<file path="src/rtl/flash_dr_pkg.sv">
package flash_dr_pkg;
  localparam int unsigned BYTE_W = 8;
  localparam int unsigned WORD_W = 2 * BYTE_W;

  typedef enum logic [1:0] {
    WS_IDLE,
    WS_SETUP,
    WS_STROBE
  } wseq_state_e;
endpackage

</file>
<file path="src/rtl/flash_dr_shift.sv">
module flash_dr_shift #(
  parameter int unsigned W = 8
) (
  input  logic           tck_i,
  input  logic           rst_ni,
  input  logic           shift_i,
  input  logic           tdi_i,
  input  logic           cap_i,
  input  logic           cap_hi_i,
  input  logic [2*W-1:0] rdata_i,
  output logic [W-1:0]   chain_o,
  output logic           tdo_o
);
  logic [W-1:0] chain_q;
  logic         tdo_q;

  always_ff @(posedge tck_i or negedge rst_ni) begin
    if (!rst_ni)      chain_q <= '0;
    else if (cap_i)   chain_q <= cap_hi_i ? rdata_i[2*W-1:W] : rdata_i[W-1:0];
    else if (shift_i) chain_q <= {tdi_i, chain_q[W-1:1]};
  end

  // output retimed to the falling edge
  always_ff @(negedge tck_i or negedge rst_ni) begin
    if (!rst_ni) tdo_q <= 1'b0;
    else         tdo_q <= chain_q[0];
  end

  assign chain_o = chain_q;
  assign tdo_o   = tdo_q;

  AST_SHIFT_LSB: assert property (@(posedge tck_i) disable iff (!rst_ni)
    (shift_i && !cap_i) |=> (chain_q[W-2:0] == $past(chain_q[W-1:1])));
endmodule

</file>
<file path="src/rtl/flash_dr_ptr.sv">
module flash_dr_ptr #(
  parameter int unsigned AW = 6
) (
  input  logic          tck_i,
  input  logic          rst_ni,
  input  logic          load_mode_i,
  input  logic          read_mode_i,
  input  logic [AW-1:0] preset_i,
  input  logic          update_i,
  input  logic          capture_i,
  input  logic          busy_i,
  output logic [AW-1:0] pc_o,
  output logic          hi_sel_o,
  output logic          start_o,
  output logic          cap_o,
  output logic          ovr_o
);
  logic          load_act, read_act, enter;
  logic          load_q, read_q;
  logic [AW-1:0] pc_q;
  logic          hi_q, first_q, ovr_q;

  assign load_act = load_mode_i;
  assign read_act = read_mode_i & ~load_mode_i;
  assign enter    = (load_act & ~load_q) | (read_act & ~read_q);
  assign start_o  = load_act & update_i & ~busy_i & ~enter;
  assign cap_o    = read_act & capture_i & ~enter;

  always_ff @(posedge tck_i or negedge rst_ni) begin
    if (!rst_ni) begin
      load_q <= 1'b0;
      read_q <= 1'b0;
    end else begin
      load_q <= load_act;
      read_q <= read_act;
    end
  end

  always_ff @(posedge tck_i or negedge rst_ni) begin
    if (!rst_ni) begin
      pc_q    <= '0;
      hi_q    <= 1'b0;
      first_q <= 1'b1;
      ovr_q   <= 1'b0;
    end else if (enter) begin
      pc_q    <= preset_i;
      hi_q    <= 1'b0;
      first_q <= 1'b1;
      ovr_q   <= 1'b0;
    end else if (start_o) begin
      // pre-increment ahead of every low byte but the first
      if (!hi_q && !first_q) pc_q <= pc_q + 1'b1;
      hi_q    <= ~hi_q;
      first_q <= 1'b0;
    end else if (load_act && update_i && busy_i) begin
      ovr_q <= 1'b1;
    end else if (cap_o) begin
      hi_q <= ~hi_q;
      if (hi_q) pc_q <= pc_q + 1'b1;
    end
  end

  assign pc_o     = pc_q;
  assign hi_sel_o = hi_q;
  assign ovr_o    = ovr_q;

  AST_LANE_TOGGLE: assert property (@(posedge tck_i) disable iff (!rst_ni)
    start_o |=> (hi_q != $past(hi_q)));
  AST_PC_HOLD_BUSY: assert property (@(posedge tck_i) disable iff (!rst_ni)
    (busy_i && load_act && !enter) |=> (pc_q == $past(pc_q)));
  AST_OVR_SET: assert property (@(posedge tck_i) disable iff (!rst_ni)
    (load_act && update_i && busy_i && !enter) |=> ovr_q);
  AST_RD_ADVANCE: assert property (@(posedge tck_i) disable iff (!rst_ni)
    (cap_o && hi_q) |=> (pc_q == AW'($past(pc_q) + 1'b1)));
endmodule

</file>
<file path="src/rtl/flash_dr_wseq.sv">
module flash_dr_wseq
  import flash_dr_pkg::*;
#(
  parameter int unsigned W = 8
) (
  input  logic         tck_i,
  input  logic         rst_ni,
  input  logic         start_i,
  input  logic [W-1:0] data_i,
  input  logic         hi_i,
  input  logic         ack_i,
  output logic         busy_o,
  output logic         wr_o,
  output logic [W-1:0] wdata_o,
  output logic         hi_o
);
  wseq_state_e  state_q, state_d;
  logic [W-1:0] hold_q;
  logic         hi_q;

  always_comb begin
    state_d = state_q;
    unique case (state_q)
      WS_IDLE:   if (start_i) state_d = WS_SETUP;
      WS_SETUP:  state_d = WS_STROBE;
      WS_STROBE: if (ack_i) state_d = WS_IDLE;
      default:   state_d = WS_IDLE;
    endcase
  end

  always_ff @(posedge tck_i or negedge rst_ni) begin
    if (!rst_ni) begin
      state_q <= WS_IDLE;
      hold_q  <= '0;
      hi_q    <= 1'b0;
    end else begin
      state_q <= state_d;
      if (start_i && state_q == WS_IDLE) begin
        hold_q <= data_i;
        hi_q   <= hi_i;
      end
    end
  end

  assign busy_o  = (state_q != WS_IDLE);
  assign wr_o    = (state_q == WS_STROBE);
  assign wdata_o = hold_q;
  assign hi_o    = hi_q;

  AST_SETUP_FIRST: assert property (@(posedge tck_i) disable iff (!rst_ni)
    start_i |=> (busy_o && !wr_o));
  AST_STROBE_NEXT: assert property (@(posedge tck_i) disable iff (!rst_ni)
    (state_q == WS_SETUP) |=> wr_o);
  AST_WDATA_STABLE: assert property (@(posedge tck_i) disable iff (!rst_ni)
    (busy_o && !start_i) |=> ($stable(wdata_o) && $stable(hi_o)));
endmodule

</file>
<file path="src/rtl/flash_word_dr.sv">
module flash_word_dr
  import flash_dr_pkg::*;
#(
  parameter int unsigned AW = 6
) (
  input  logic              tck_i,
  input  logic              rst_ni,
  input  logic              load_mode_i,
  input  logic              read_mode_i,
  input  logic [AW-1:0]     addr_preset_i,
  input  logic              capture_dr_i,
  input  logic              shift_dr_i,
  input  logic              update_dr_i,
  input  logic              tdi_i,
  output logic              tdo_o,
  output logic [AW-1:0]     fl_addr_o,
  output logic [BYTE_W-1:0] fl_wdata_o,
  output logic              fl_hi_o,
  output logic              fl_wr_o,
  input  logic              fl_ack_i,
  input  logic [WORD_W-1:0] fl_rdata_i,
  output logic              busy_o,
  output logic              ovr_o
);
  logic [BYTE_W-1:0] chain;
  logic              hi_sel, start, cap, busy;

  flash_dr_ptr #(.AW(AW)) i_ptr (
    .tck_i       (tck_i),
    .rst_ni      (rst_ni),
    .load_mode_i (load_mode_i),
    .read_mode_i (read_mode_i),
    .preset_i    (addr_preset_i),
    .update_i    (update_dr_i),
    .capture_i   (capture_dr_i),
    .busy_i      (busy),
    .pc_o        (fl_addr_o),
    .hi_sel_o    (hi_sel),
    .start_o     (start),
    .cap_o       (cap),
    .ovr_o       (ovr_o)
  );

  flash_dr_shift #(.W(BYTE_W)) i_shift (
    .tck_i    (tck_i),
    .rst_ni   (rst_ni),
    .shift_i  (shift_dr_i),
    .tdi_i    (tdi_i),
    .cap_i    (cap),
    .cap_hi_i (hi_sel),
    .rdata_i  (fl_rdata_i),
    .chain_o  (chain),
    .tdo_o    (tdo_o)
  );

  flash_dr_wseq #(.W(BYTE_W)) i_wseq (
    .tck_i   (tck_i),
    .rst_ni  (rst_ni),
    .start_i (start),
    .data_i  (chain),
    .hi_i    (hi_sel),
    .ack_i   (fl_ack_i),
    .busy_o  (busy),
    .wr_o    (fl_wr_o),
    .wdata_o (fl_wdata_o),
    .hi_o    (fl_hi_o)
  );

  assign busy_o = busy;

  AST_NO_WRITE_IDLE_MODE: assert property (@(posedge tck_i) disable iff (!rst_ni)
    (!load_mode_i && !busy) |=> !busy);
endmodule

</file>
<file path="config.mk">
export PLATFORM = sky130hd
export DESIGN_NAME = flash_word_dr
export DESIGN_NICKNAME = d
export VERILOG_FILES = /design/src/rtl/flash_dr_pkg.sv /design/src/rtl/flash_dr_shift.sv /design/src/rtl/flash_dr_ptr.sv /design/src/rtl/flash_dr_wseq.sv /design/src/rtl/flash_word_dr.sv
export SDC_FILE = /design/constraint.sdc
export NUM_CORES = 1
export LEC_CHECK = 0
export BUFFER_PORTS_ARGS = -buffer_cell sky130_fd_sc_hd__buf_2
export CORE_ASPECT_RATIO = 1.25
export CORE_MARGIN = 8
export CORE_UTILIZATION = 55
export CTS_BUF_LIST = sky130_fd_sc_hd__clkbuf_4
export CTS_CLUSTER_DIAMETER = 150
export DETAILED_ROUTE_END_ITERATION = 16
export PLACE_DENSITY = 0.95
export REMOVE_ABC_BUFFERS = 1
export SYNTH_ARGS = -nofsm -noshare
export SYNTH_HDL_FRONTEND = slang
export SYNTH_SLANG_ARGS = --single-unit
</file>
<file path="constraint.sdc">
create_clock -name tck_i -period 3.5 [get_ports tck_i]
set_input_delay 0.7 -clock tck_i [delete_from_list [all_inputs] [get_ports tck_i]]
set_output_delay 0.7 -clock tck_i [all_outputs]
set_load 0.01 [all_outputs]
</file>
---- Word level (Yosys, flattened, before mapping) ----
Cells that the tools add are included.
storage, ports and cells
  flip-flop bits (word level) ............. 31
  bits in latches ......................... 0
  RAM bits ................................ 0
  bits in read-only memories .............. 0
  input port bits ......................... 31
  output and inout port bits .............. 19
  logic and storage cells ................. 72
  memories kept ........................... 0
cells by class
  add/sub/neg operators ................... 1
  multiply operators ...................... 0
  div/mod/pow operators ................... 0
  magnitude comparators ................... 0
  eq/ne operators ......................... 7
  shift-type cells ........................ 0
  mux-type cells .......................... 21
  bitwise operators ....................... 15
  reduce and logical (&&, ||, !) cells .... 17
operator list
  cell                 number
  $mux 6               6
  $mux 8               3
  $mux 1               9
  $and 1x1->1          8
  $reduce_bool 2->1    4
  $add 6x1->6 const B  1
  $not 1->1            6
  $pmux 2 s3           1
  $reduce_and 2->1     3
  $reduce_bool 3->1    2
  $logic_and 1x1->1    4
  $mux 2               2
  $ne 2x1->1 const B   2
  $reduce_and 4->1     1
  $ne 3x1->1 const B   1
  $ne 3x3->1 const B   1
  $eq 2x1->1 const B   1
  $eq 2x2->1 const B   1
  $logic_not 1->1      2
  $logic_not 2->1      1
  $ne 2x2->1 const B   1
  $or 1x1->1           1

---- Logic depth before layout (Yosys ltp) ----
Gate-level depths: netlist of the first run.
  depth in word-level cells ............... 10
  mapped depth ............................ 5
  gate-level depth less buffers ........... 4

---- Cells and area by module ----
A second synthesis of the first run with hierarchy kept.
unflattened totals
  cells, all modules ...................... 125
  area total of the unflattened synthesis .. 1,537.7 sq um
by module, submodules not included
  module          instances  cells each  area an instance (sq um)
  flash_dr_ptr    1          63          613.1
  flash_dr_shift  1          36          493.0
  flash_dr_wseq   1          26          431.7

==> metrics.md, run 1 <==
| Metric | Value |
|---|---|
| Area grow syn2layout | 23.2% |
| Total leakage power | 0.000959 uW |
| CTS resizes | 0 |
| Avg Synthesized Cell Area | 12.2 um2 |
| Status | complete, no violations |
| Wirelength per Cell | 14.8 um |
| Vias in the first global route | 1177 |
| Overall Power | 1060 uW |
| GRT Total Usage | 14.9% |
| Arrival @ worst endpoint | 2.57 ns |
| Post-layout util | 69.0% |
| Antenna violations before repair | 0 |
| Crit path launch type | flop |
| Final Max Tran Viols | 0 |
| Slowest CP cell | dfrtn_1 |
| Sequential power share | 51.4% |
| Die ar. | 4560 um2 |
| Die H | 73.5 um |
| Post-synthesis register bit count | 31 |
| First-pass DRT Iterations | 4 |
| Starting Density | 56.0% |
| Final std cells w/o fill | 207 |
| Worst vdd rail ir drop | 0.396 mV |
| Max-Cap Viols | 0 |
| NetSw | 333 uW |
| Cts hold-fix bufs | 0 |
| I/O Pins | 50 |
| Worst Skew | 0.00888 ns |
| Worst Path Buf+Inv | 1 |
| Total congestion overflow | 0 |
| Num CTS Buffers | 5 |
| Final hold violation count | 0 |
| Final setup violation count | 0 |
| First-iteration detailed-routing DRC count | 53 |
| Sequential fraction of the synthesis area | 53.4% |
| Setup tns final | 0 ns |
| Power per cell area | 590 nW/um2 |
| Post-synthesis cell area | 1460 um2 |
| Sw Ratio | 31.4% |
| TritonCTS clock tree | built |
| Diode count | 0 |
| Number of remaining DRC errors | 0 |
| CP cell instances | buf_2 |
| Crit. End Element | output pin |
| Port bufs | 49 |
| Cell family with most CP delay | flip-flops |
| CTS sink cnt | 31 |
| Clock transition at path regs | 0.09 ns |
| Rel. slew slack | 49.3% |
| DIE WIDTH | 62.0 um |
| Int Pwr | 726 uW |
| Crit path max fanout | 1 |
| YS warnings | 0 |
| Core footprint | 2600 um2 |
| Fraction of layout cells with a size suffix above 1 | 43.4% |
| Clk_lat worst skew | 0.33 ns |
| Distinct cell type count after synthesis | 26 |
| Gate power share | 28.2% |
| DPL Wire Length | 2360 um |
| Clk pwr share | 20.5% |
| CP Class | reg -> out |
| Slew @ Worst Pin | 0.757 ns |
| RSZ-0062 raised after global routing | no |
| Root Buffer | clkbuf_4 |
| First-pass GRT wire length | 5000 um |
| DP Cell Count | 199 |
| Post-DRT Antenna Nets | 0 |
| Largest net degree at the start of global routing | 31 |
| Core Rows | 21 |
| CTS H-Tree Depth | 2 |
| Total Nets Final | 204 |
| Via count | 1075 |
| Total Wirelength | 3050 um |
| CTS max path bufs | 2 |
| WP data required | 2.80 ns |
| Post-Syn Instances | 119 |
| Vias per cell | 5.19 |
| CP peak stage delay | 0.38 ns |
| Worst hold path type | in -> async |
| RD Place Congestion | 0.815 |
| # Post-CTS Setup Buffers | 0 |
-- final timing paths --
path | start | end | slack, ns | cells after the start
worst max-delay path | i_shift.tdo_o | tdo_o | 0.23 | 1
worst min-delay path | rst_ni | i_wseq.wdata_o[0] | 0.39 | 2
worst max register to register | i_shift.chain_o[0] | i_shift.tdo_o | 1.17 | 0
worst min register to register | i_ptr.first_q | i_ptr.first_q | 0.49 | 2
max in group asynchronous | rst_ni | i_shift.tdo_o | 1.59 | 1
min in group tck_i | i_ptr.first_q | i_ptr.first_q | 0.49 | 2
-- flip-flops by register name, summed over array words and instances, names as in the netlist --
name	cells
i_ptr.load_q	1
i_ptr.read_q	1
i_ptr.pc_o	6
i_wseq.hi_o	1
i_ptr.hi_sel_o	1
i_wseq.wdata_o	8
i_shift.chain_o	8
i_ptr.first_q	1
i_wseq.state_q	2
i_shift.tdo_o	1
i_ptr.ovr_o	1
-- cell families (layout without fill, tap and decap cells) --
| group | count (synthesis) | in the layout | synth area share [%] |
|---|---|---|---|
| fa+ha+maj | 1 | 1 | 0.859 |
| buf+inv | 7 | 61 | 1.98 |
| mux | 35 | 35 | 24.9 |
| flops | 31 | 31 | 53.4 |
| xor+xnor | 2 | 2 | 1.20 |
| compound gates | 13 | 13 | 6.01 |
| simple gates | 30 | 30 | 11.7 |
-- cells in the mapped netlist (all sizes together) --
library cell   n  area share [%]
a22oi          1             1.5
a31oi          5             2.1
and2b          1            0.52
and3b          1            0.60
and4           1            0.60
and4bb         1             1.1
buf            3            0.94
clkbuf         1            0.26
dfrtn          1             1.7
dfrtp         29              50
dfstp          1             1.8
ha             1            0.86
inv            3            0.77
mux2          10             7.7
mux2i         25              17
nand2          5             1.6
nand3          2            0.69
nor2          10             2.6
nor2b          2            0.86
nor3b          1            0.52
o21ai          7             2.4
or2            2            0.86
or3            4             1.7
xor2           2             1.2
-- through the flow --
stage / worst slack (ns) / hold WS, ns / cell area [um2]
final: 0.231 / 0.391 / 1790
after CTS: 0.210 / 0.390 / 1790
after global routing: 0.188 / 0.405 / 1790
after detailed placement: 0.568 / 0.483 / 1730
after global placement: 0.567 / 0.472 / 1730
after floorplan: 0.638 / 0.404 / 1440
-- layout make-up --
type	count	area [um2]
flip-flops and latches	31	777
repair buffers	50	253
well taps	34	42.5
inverters	3	11.3
fillers	224	807
clock buffers	8	60.1
multi-input cells	81	651
-- cells in the final DEF, fill, tap and decap left out, drive strengths merged, types with 2 or more instances in the layout --
master	count
a31oi	5
buf	50
clkbuf	8
dfrtp	29
inv	3
mux2	10
mux2i	25
nand2	5
nand3	2
nor2	10
nor2b	2
o21ai	7
or2	2
or3	4
xor2	2
-- power by group through the flow --
stage / clock network (uW) / logic [uW] / registers, uW
global placement: 0 / 294 / 543
CTS: 226 / 307 / 545
global route: 245 / 334 / 559
finish: 217 / 298 / 544
detailed placement: 0 / 305 / 552
floorplan: 0 / 145 / 569
-- routing by layer --
layer / part of all wire, % / track usage [%] / up-vias
met1: 42 / 17.1 / 493
met3: 10 / 5.60 / 8
met4: 2.5 / 9.14 / 0
met2: 45 / 22.6 / 48
met5: 0 / 0 / -
li1: - / - / 526
(Power assumes the default switching activity.)
==> run 2, diff against run 1 <==
--- a/config.mk
+++ b/config.mk
@@ -7,7 +7,6 @@
 export LEC_CHECK = 0
 export BUFFER_PORTS_ARGS = -buffer_cell sky130_fd_sc_hd__buf_2
 export CORE_ASPECT_RATIO = 1.25
-export CORE_MARGIN = 8
 export CORE_UTILIZATION = 55
 export CTS_BUF_LIST = sky130_fd_sc_hd__clkbuf_4
 export CTS_CLUSTER_DIAMETER = 150
@@ -16,4 +15,5 @@
 export REMOVE_ABC_BUFFERS = 1
 export SYNTH_ARGS = -nofsm -noshare
 export SYNTH_HDL_FRONTEND = slang
+export SYNTH_HIERARCHICAL = 1
 export SYNTH_SLANG_ARGS = --single-unit
==> run 2 against run 1 <==
Effect of this change:
- clock skew up 0.0030 ns
- sequential share of layout area fell by 1.3 points
- global-route usage rose by 8.2 points
- via count grew 4.0%
- sequential power is 1% higher
- final area grew 3.1%
- synthesized cell count up 5.0%
- routed wire length is 0.72% lower
- cell count up 2.4%
- synthesized area increased by 5.6%
- critical path depth is the same
- critical path type unchanged
- critical endpoint unchanged
- largest power group unchanged
==> metrics.md, run 2 <==
| Metric | Value |
|---|---|
| First-pass GRT wire length | 4980 um (-0.28%) |
| First-iteration detailed-routing DRC count | 10 (-81%) |
| Slew @ Worst Pin | 0.842 ns (+0.0850 ns) |
| RD Place Congestion | 0.858 (+5.3%) |
| DIE WIDTH | 49.3 um (-21%) |
| Largest net degree at the start of global routing | 31 (unchanged) |
| Area grow syn2layout | 20.3% |
| Arrival @ worst endpoint | 2.57 ns (about the same) |
| Cell family with most CP delay | flip-flops |
| GRT Total Usage | 23.1% (+8.2 points) |
| CTS resizes | 0 (unchanged) |
| # Post-CTS Setup Buffers | 0 (unchanged) |
| Synth area leader | dfrtp_1 |
| CTS sink cnt | 31 (unchanged) |
| Vias per cell | 5.27 (+1.5%) |
| Core footprint | 2650 um2 (+2.0%) |
| Flop2flop setup slack | 1.18 ns (about the same) |
| Critical path startpoint | i_shift/tdo_o |
| Slowest CP cell | dfrtn_1 |
| CP cell instances | buf_2 |
| Port bufs | 49 (unchanged) |
| Post-synthesis register bit count | 31 (unchanged) |
| Root Buffer | clkbuf_4 |
| Number of remaining DRC errors | 0 (unchanged) |
| Cts hold-fix bufs | 0 (unchanged) |
| Worst vdd rail ir drop | 0.447 mV (+13%) |
| Leading post-synthesis cells by cell area | dfrtp_1 (47%), mux2i_1 (18%), mux2_2 (6.6%) |
| Total leakage power | 0.000904 uW (-5.7%) |
| Max-Cap Viols | 0 (unchanged) |
| Via count | 1118 (+4.0%) |
| Avg Synthesized Cell Area | 12.3 um2 (+0.52%) |
| Final hold violation count | 0 (unchanged) |
| Share of the synthesized area in the top cell type | 47.2% (-2.6 points) |
| Status | complete, no violations |
| Final Max Tran Viols | 0 (unchanged) |
| Commonest non-fill, non-tap cell in the layout | buf_2 |
| R2R Path Start | i_shift/chain_o[0] |
| CTS max path bufs | 2 (unchanged) |
| Distinct cell type count after synthesis | 31 (+19%) |
| R2r endpoint | i_shift/tdo_o |
| Total Wirelength | 3030 um (-0.72%) |
| Sequential fraction of the synthesis area | 50.5% (-2.8 points) |
| Clk_lat worst skew | 0.33 ns (about the same) |
| Number of synthesized flops with an enable pin | 0 (unchanged) |
| Most used DFF post-synth | dfrtp_1 |
| Most frequent cells in the layout | buf_2 (49), dfrtp_1 (29), mux2i_1 (27) |
| I/O Pins | 50 (unchanged) |
| Die ar. | 3010 um2 (-34%) |
| Fraction of registers with async set/reset | 100% (unchanged) |
| YS warnings | 6 (+6) |
| TritonCTS clock tree | built |
| Worst Skew | 0.0118 ns (+0.00296 ns) |
| Post-synthesis cell area | 1540 um2 (+5.6%) |
| DP Cell Count | 204 (+2.5%) |
| Core Rows | 21 (unchanged) |
| Worst Path Buf+Inv | 1 (unchanged) |
| CP peak stage delay | 0.38 ns (about the same) |
| Number of cells on the critical path | 1 (unchanged) |
| CP Class | reg -> out |
| Antenna violations before repair | 0 (unchanged) |
| First-pass DRT Iterations | 4 (unchanged) |
| Crit path launch type | flop |
| Die H | 61.1 um (-17%) |
| Wirelength per Cell | 14.3 um (-3.1%) |
| Crit. End Element | output pin |
| Starting Density | 57.9% (+2.0 points) |
| Final instance area | 1850 um2 (+3.1%) |
| Synth top cells by count | dfrtp_1 (29), mux2i_1 (27), mux2_2 (9) |
| Most frequent cell after synthesis | dfrtp_1 |
| Final setup violation count | 0 (unchanged) |
| Crit path max fanout | 1 (unchanged) |
| Total Nets Final | 209 (+2.5%) |
| Final std cells w/o fill | 212 (+2.4%) |
| Crit path to | tdo_o |
| Post-DRT Antenna Nets | 0 (unchanged) |
| Diode count | 0 (unchanged) |
| RSZ-0062 raised after global routing | no |
| WP data required | 2.80 ns (about the same) |
| Power per cell area | 584 nW/um2 (-1.1%) |
| Placed Area | 1790 um2 (+3.2%) |
| Worst hold path type | in -> async |
| DPL Wire Length | 2230 um (-5.6%) |
| CTS H-Tree Depth | 2 (unchanged) |
| Clock transition at path regs | 0.09 ns (about the same) |
| Setup tns final | 0 ns (unchanged) |
| Vias in the first global route | 1093 (-7.1%) |
| Total congestion overflow | 0 (unchanged) |
| Num CTS Buffers | 5 (unchanged) |
| Fraction of layout cells with a size suffix above 1 | 43.3% (-0.094 points) |
| Post-Syn Instances | 125 (+5.0%) |
| R2R depth | 0 (unchanged) |
| Rel. slew slack | 43.7% (-5.7 points) |
==> run 2: cell count changes after synthesis, sizes merged, moves of 2 or more <==
cell,previous run,this run
mux2i,25,28
and2b,1,3
buf,3,5
nand2,5,7
nand3b,0,2
nor2,10,8
nor2b,2,0
nor3b,1,3
o21ai,7,5
==> run 2: cell families (layout without fill, tap and decap cells) <==
logic type | after synthesis | after routing | synth area share, %
buffers and inverters | 7 | 60 | 3.34
DFF | 31 | 31 | 50.5
AOI/OAI and AO/OA | 11 | 11 | 4.23
muxes | 37 | 37 | 25.6
adders and majority gates | 1 | 1 | 0.814
and+or+nand+nor | 36 | 36 | 14.3
xor gates and xnor gates | 2 | 2 | 1.14
==> run 2: layout make-up <==
| class | count | area [um2] |
|---|---|---|
| Tap cell | 34 | 42.5 |
| Timing Repair Buffer | 50 | 253 |
| Inverter | 2 | 7.51 |
| Fill cell | 229 | 805 |
| Sequential cell | 31 | 777 |
| Clock buffer | 8 | 60.1 |
| Multi-Input combinational cell | 87 | 709 |
==> run 2: through the flow <==
stage	power, uW	util [%]	hold slack, ns	setup slack, ns
after floorplan	729	-	0.404	0.638
after global placement	851	67.4	0.449	0.571
after detailed placement	871	67.4	0.455	0.567
after CTS	1090	69.7	0.402	0.217
after global routing	1150	69.7	0.416	0.201
final	1080	69.7	0.394	0.235
==> run 2: where the power goes <==
part           leakage (uW)  switching (uW)  internal [uW]  total, uW
Combinational      0.000496             141            168        309
Clock             0.0000368             117            103        220
Sequential         0.000371            84.7            465        550
==> run 2: worst min path at each step <==
| stage | startpoint | endpoint | slack [ns] | depth (start not counted) |
|---|---|---|---|---|
| 3_3_place_gp | i_ptr/first_q | i_ptr/first_q | 0.45 | 2 |
| 5_1_grt | rst_ni | i_wseq/wdata_o[7] | 0.42 | 2 |
| 3_5_place_dp | i_ptr/first_q | i_ptr/first_q | 0.46 | 2 |
| 6_report | rst_ni | i_shift/chain_o[0] | 0.39 | 2 |
| 2_1_floorplan | rst_ni | i_ptr/hi_sel_o | 0.40 | 0 |
| 4_1_cts | rst_ni | i_shift/chain_o[0] | 0.40 | 2 |
==> run 2: routing by layer <==
metal  vias up  global-route usage [%]  wire length, um
li1        548                       -                -
met5         -                       0                0
met2        46                    41.5             1550
met4         0                    9.66               41
met1       519                    25.4             1240
met3         5                    7.90              208
==> run 3, diff against run 2 <==
--- a/config.mk
+++ b/config.mk
@@ -7,11 +7,11 @@
 export LEC_CHECK = 0
 export BUFFER_PORTS_ARGS = -buffer_cell sky130_fd_sc_hd__buf_2
 export CORE_ASPECT_RATIO = 1.25
-export CORE_UTILIZATION = 55
-export CTS_BUF_LIST = sky130_fd_sc_hd__clkbuf_4
+export CORE_UTILIZATION = 53
+export CTS_BUF_LIST = sky130_fd_sc_hd__clkbuf_16
 export CTS_CLUSTER_DIAMETER = 150
 export DETAILED_ROUTE_END_ITERATION = 16
-export PLACE_DENSITY = 0.95
+export PLACE_DENSITY = 0.92
 export REMOVE_ABC_BUFFERS = 1
 export SYNTH_ARGS = -nofsm -noshare
 export SYNTH_HDL_FRONTEND = slang
==> run 3 against run 2 <==
Effect of this change:
- via count increased by 7.3%
- non-clock buffer count unchanged
- cell count unchanged
- die area increased by 3.6%
- sequential power increased by 1%
- critical path depth unchanged
- routed wire length increased by 12%
- combinational power increased by 3%
- core utilization increased by 1.5 points
- largest cell class unchanged
- largest power group unchanged
- clock-buffer cell count decreased by 3
- sequential share of layout area decreased by 1.7 points
==> metrics.md, run 3 (same netlist as run 2, synthesis figures left out) <==
| Metric | Value |
|---|---|
| WP data required | 2.80 ns (about the same) |
| Area grow syn2layout | 25.3% |
| Fraction of layout cells with a size suffix above 1 | 42.1% (-1.1 points) |
| DPL Wire Length | 2490 um (+11%) |
| GRT Total Usage | 25.1% (+2.0 points) |
| Worst Skew | 0.0202 ns (+0.00834 ns) |
| Total leakage power | 0.000940 uW (+3.9%) |
| R2r endpoint | i_shift/tdo_o |
| Core footprint | 2710 um2 (+2.0%) |
| Clock transition at path regs | 0.05 ns (-0.04 ns) |
| Area of the multi-input gates | 709 um2 (unchanged) |
| Via count | 1200 (+7.3%) |
| R2R depth | 0 (unchanged) |
| Worst Path Buf+Inv | 1 (unchanged) |
| Slowest CP cell | dfrtn_1 |
| Fill cell count | 207 (-9.6%) |
| Rel. slew slack | 42.2% (-1.5 points) |
| Seq. cell area | 777 um2 (unchanged) |
| RD Place Congestion | 0.850 (-0.96%) |
| Final std cells w/o fill | 212 (unchanged) |
| CP Class | reg -> out |
| R2R Path Start | i_shift/chain_o[0] |
| Number of remaining DRC errors | 0 (unchanged) |
| Final hold violation count | 0 (unchanged) |
| Crit path max fanout | 1 (unchanged) |
| Post-layout util | 71.2% (+1.5 points) |
| Antenna violations before repair | 0 (unchanged) |
| Core Rows | 21 (unchanged) |
| Sequential power share | 43.5% (-7.5 points) |
| Int Pwr | 892 uW (+21%) |
| Worst vdd rail ir drop | 0.529 mV (+18%) |
| Slew @ Worst Pin | 0.864 ns (+0.0223 ns) |
| NetSw | 386 uW (+13%) |
| First-pass DRT Iterations | 5 (+1) |
| Max-Cap Viols | 0 (unchanged) |
| Port bufs | 49 (unchanged) |
| Vias in the first global route | 1214 (+11%) |
| Crit. End Element | output pin |
| CTS resizes | 0 (unchanged) |
| Largest net degree at the start of global routing | 31 (unchanged) |
| Final setup violation count | 0 (unchanged) |
| Most frequent cells in the layout | buf_2 (49), dfrtp_1 (29), mux2i_1 (27) |
| Worst hold path type | in -> async |
| Num CTS Buffers | 5 (unchanged) |
| Gate power share | 24.9% (-3.7 points) |
| Vias per cell | 5.66 (+7.3%) |
| Status | complete, no violations |
| First-iteration detailed-routing DRC count | 29 (+19) |
| Root Buffer | clkbuf_16 |
| CTS sink cnt | 31 (unchanged) |
| Diode count | 0 (unchanged) |
| I/O Pins | 50 (unchanged) |
| DIE WIDTH | 50.2 um (+1.8%) |
| # Post-CTS Setup Buffers | 0 (unchanged) |
| Wirelength per Cell | 16.0 um (+12%) |
| Post-DRT Antenna Nets | 0 (unchanged) |
| Clk_lat worst skew | 0.30 ns (-0.03 ns) |
| Sw Ratio | 30.2% (-1.5 points) |
| CP cell instances | buf_2 |
| Starting Density | 56.8% (-1.1 points) |
| Commonest non-fill, non-tap cell in the layout | buf_2 |
| Total Wirelength | 3390 um (+12%) |
| Flop2flop setup slack | 1.22 ns (+0.04 ns) |
| Clk pwr share | 31.6% (+11 points) |
| DP Cell Count | 204 (unchanged) |
| Setup tns final | 0 ns (unchanged) |
| Total congestion overflow | 0 (unchanged) |
| Total Nets Final | 209 (unchanged) |
| Arrival @ worst endpoint | 2.54 ns (-0.03 ns) |
| Die ar. | 3120 um2 (+3.6%) |
| TritonCTS clock tree | built |
| Final Max Tran Viols | 0 (unchanged) |
| First-pass GRT wire length | 5600 um (+12%) |
| Cts hold-fix bufs | 0 (unchanged) |
| Cell family with most CP delay | flip-flops |
| Power per cell area | 663 nW/um2 (+14%) |
| Die H | 62.2 um (+1.8%) |
| RSZ-0062 raised after global routing | no |
| CP peak stage delay | 0.38 ns (about the same) |
| CTS max path bufs | 2 (unchanged) |
| CTS H-Tree Depth | 2 (unchanged) |
| Crit path launch type | flop |
[run 3: changes by cell type in the layout (fill, tap and decap cells not counted), sizes merged]
| cell | before | now |
|---|---|---|
| clkinv | 0 | 2 |
| inv | 2 | 3 |
| clkbuf | 8 | 5 |
[run 3: power by group through the flow]
stage | clock network (uW) | logic [uW] | registers [uW]
global route | 428 | 351 | 571
CTS | 413 | 322 | 558
detailed placement | 0 | 320 | 562
floorplan | 0 | 155 | 574
finish | 403 | 318 | 556
global placement | 0 | 301 | 551
[run 3: area by class of cell]
class                           instances  area share, %
Timing Repair Buffer                   50           13.1
Clock inverter                          3          0.649
Sequential cell                        31           40.3
Tap cell                               34           2.21
Clock buffer                            5           6.49
Multi-Input combinational cell         87           36.8
Inverter                                2          0.390
[run 3: how the worst max path moves through the flow]
stage | startpoint | to | slack [ns] | cells after the start
global placement | i_shift/tdo_o | tdo_o | 0.57 | 1
finish | i_shift/tdo_o | tdo_o | 0.26 | 1
global route | i_shift/tdo_o | tdo_o | 0.24 | 1
detailed placement | i_shift/tdo_o | tdo_o | 0.57 | 1
floorplan | i_shift/tdo_o | tdo_o | 0.64 | 0
CTS | i_shift/tdo_o | tdo_o | 0.25 | 1
[run 3: metal layers]
| metal | vias to the layer above | part of all wire, % | global-route usage (%) |
|---|---|---|---|
| met5 | - | 0 | 0 |
| met3 | 5 | 7.4 | 8.58 |
| met1 | 573 | 40 | 27.9 |
| met2 | 75 | 50 | 41.8 |
| met4 | 0 | 1.9 | 12.1 |
| li1 | 547 | - | - |
[run 3: metrics by stage]
step	worst slack [ns]	hold WS (ns)	cell area (um2)	total power, uW
6_report	0.259	0.471	1930	1280
5_1_grt	0.238	0.505	1930	1350
4_1_cts	0.250	0.470	1930	1290
3_5_place_dp	0.567	0.463	1790	882
3_3_place_gp	0.572	0.450	1790	853
2_1_floorplan	0.638	0.404	1490	729
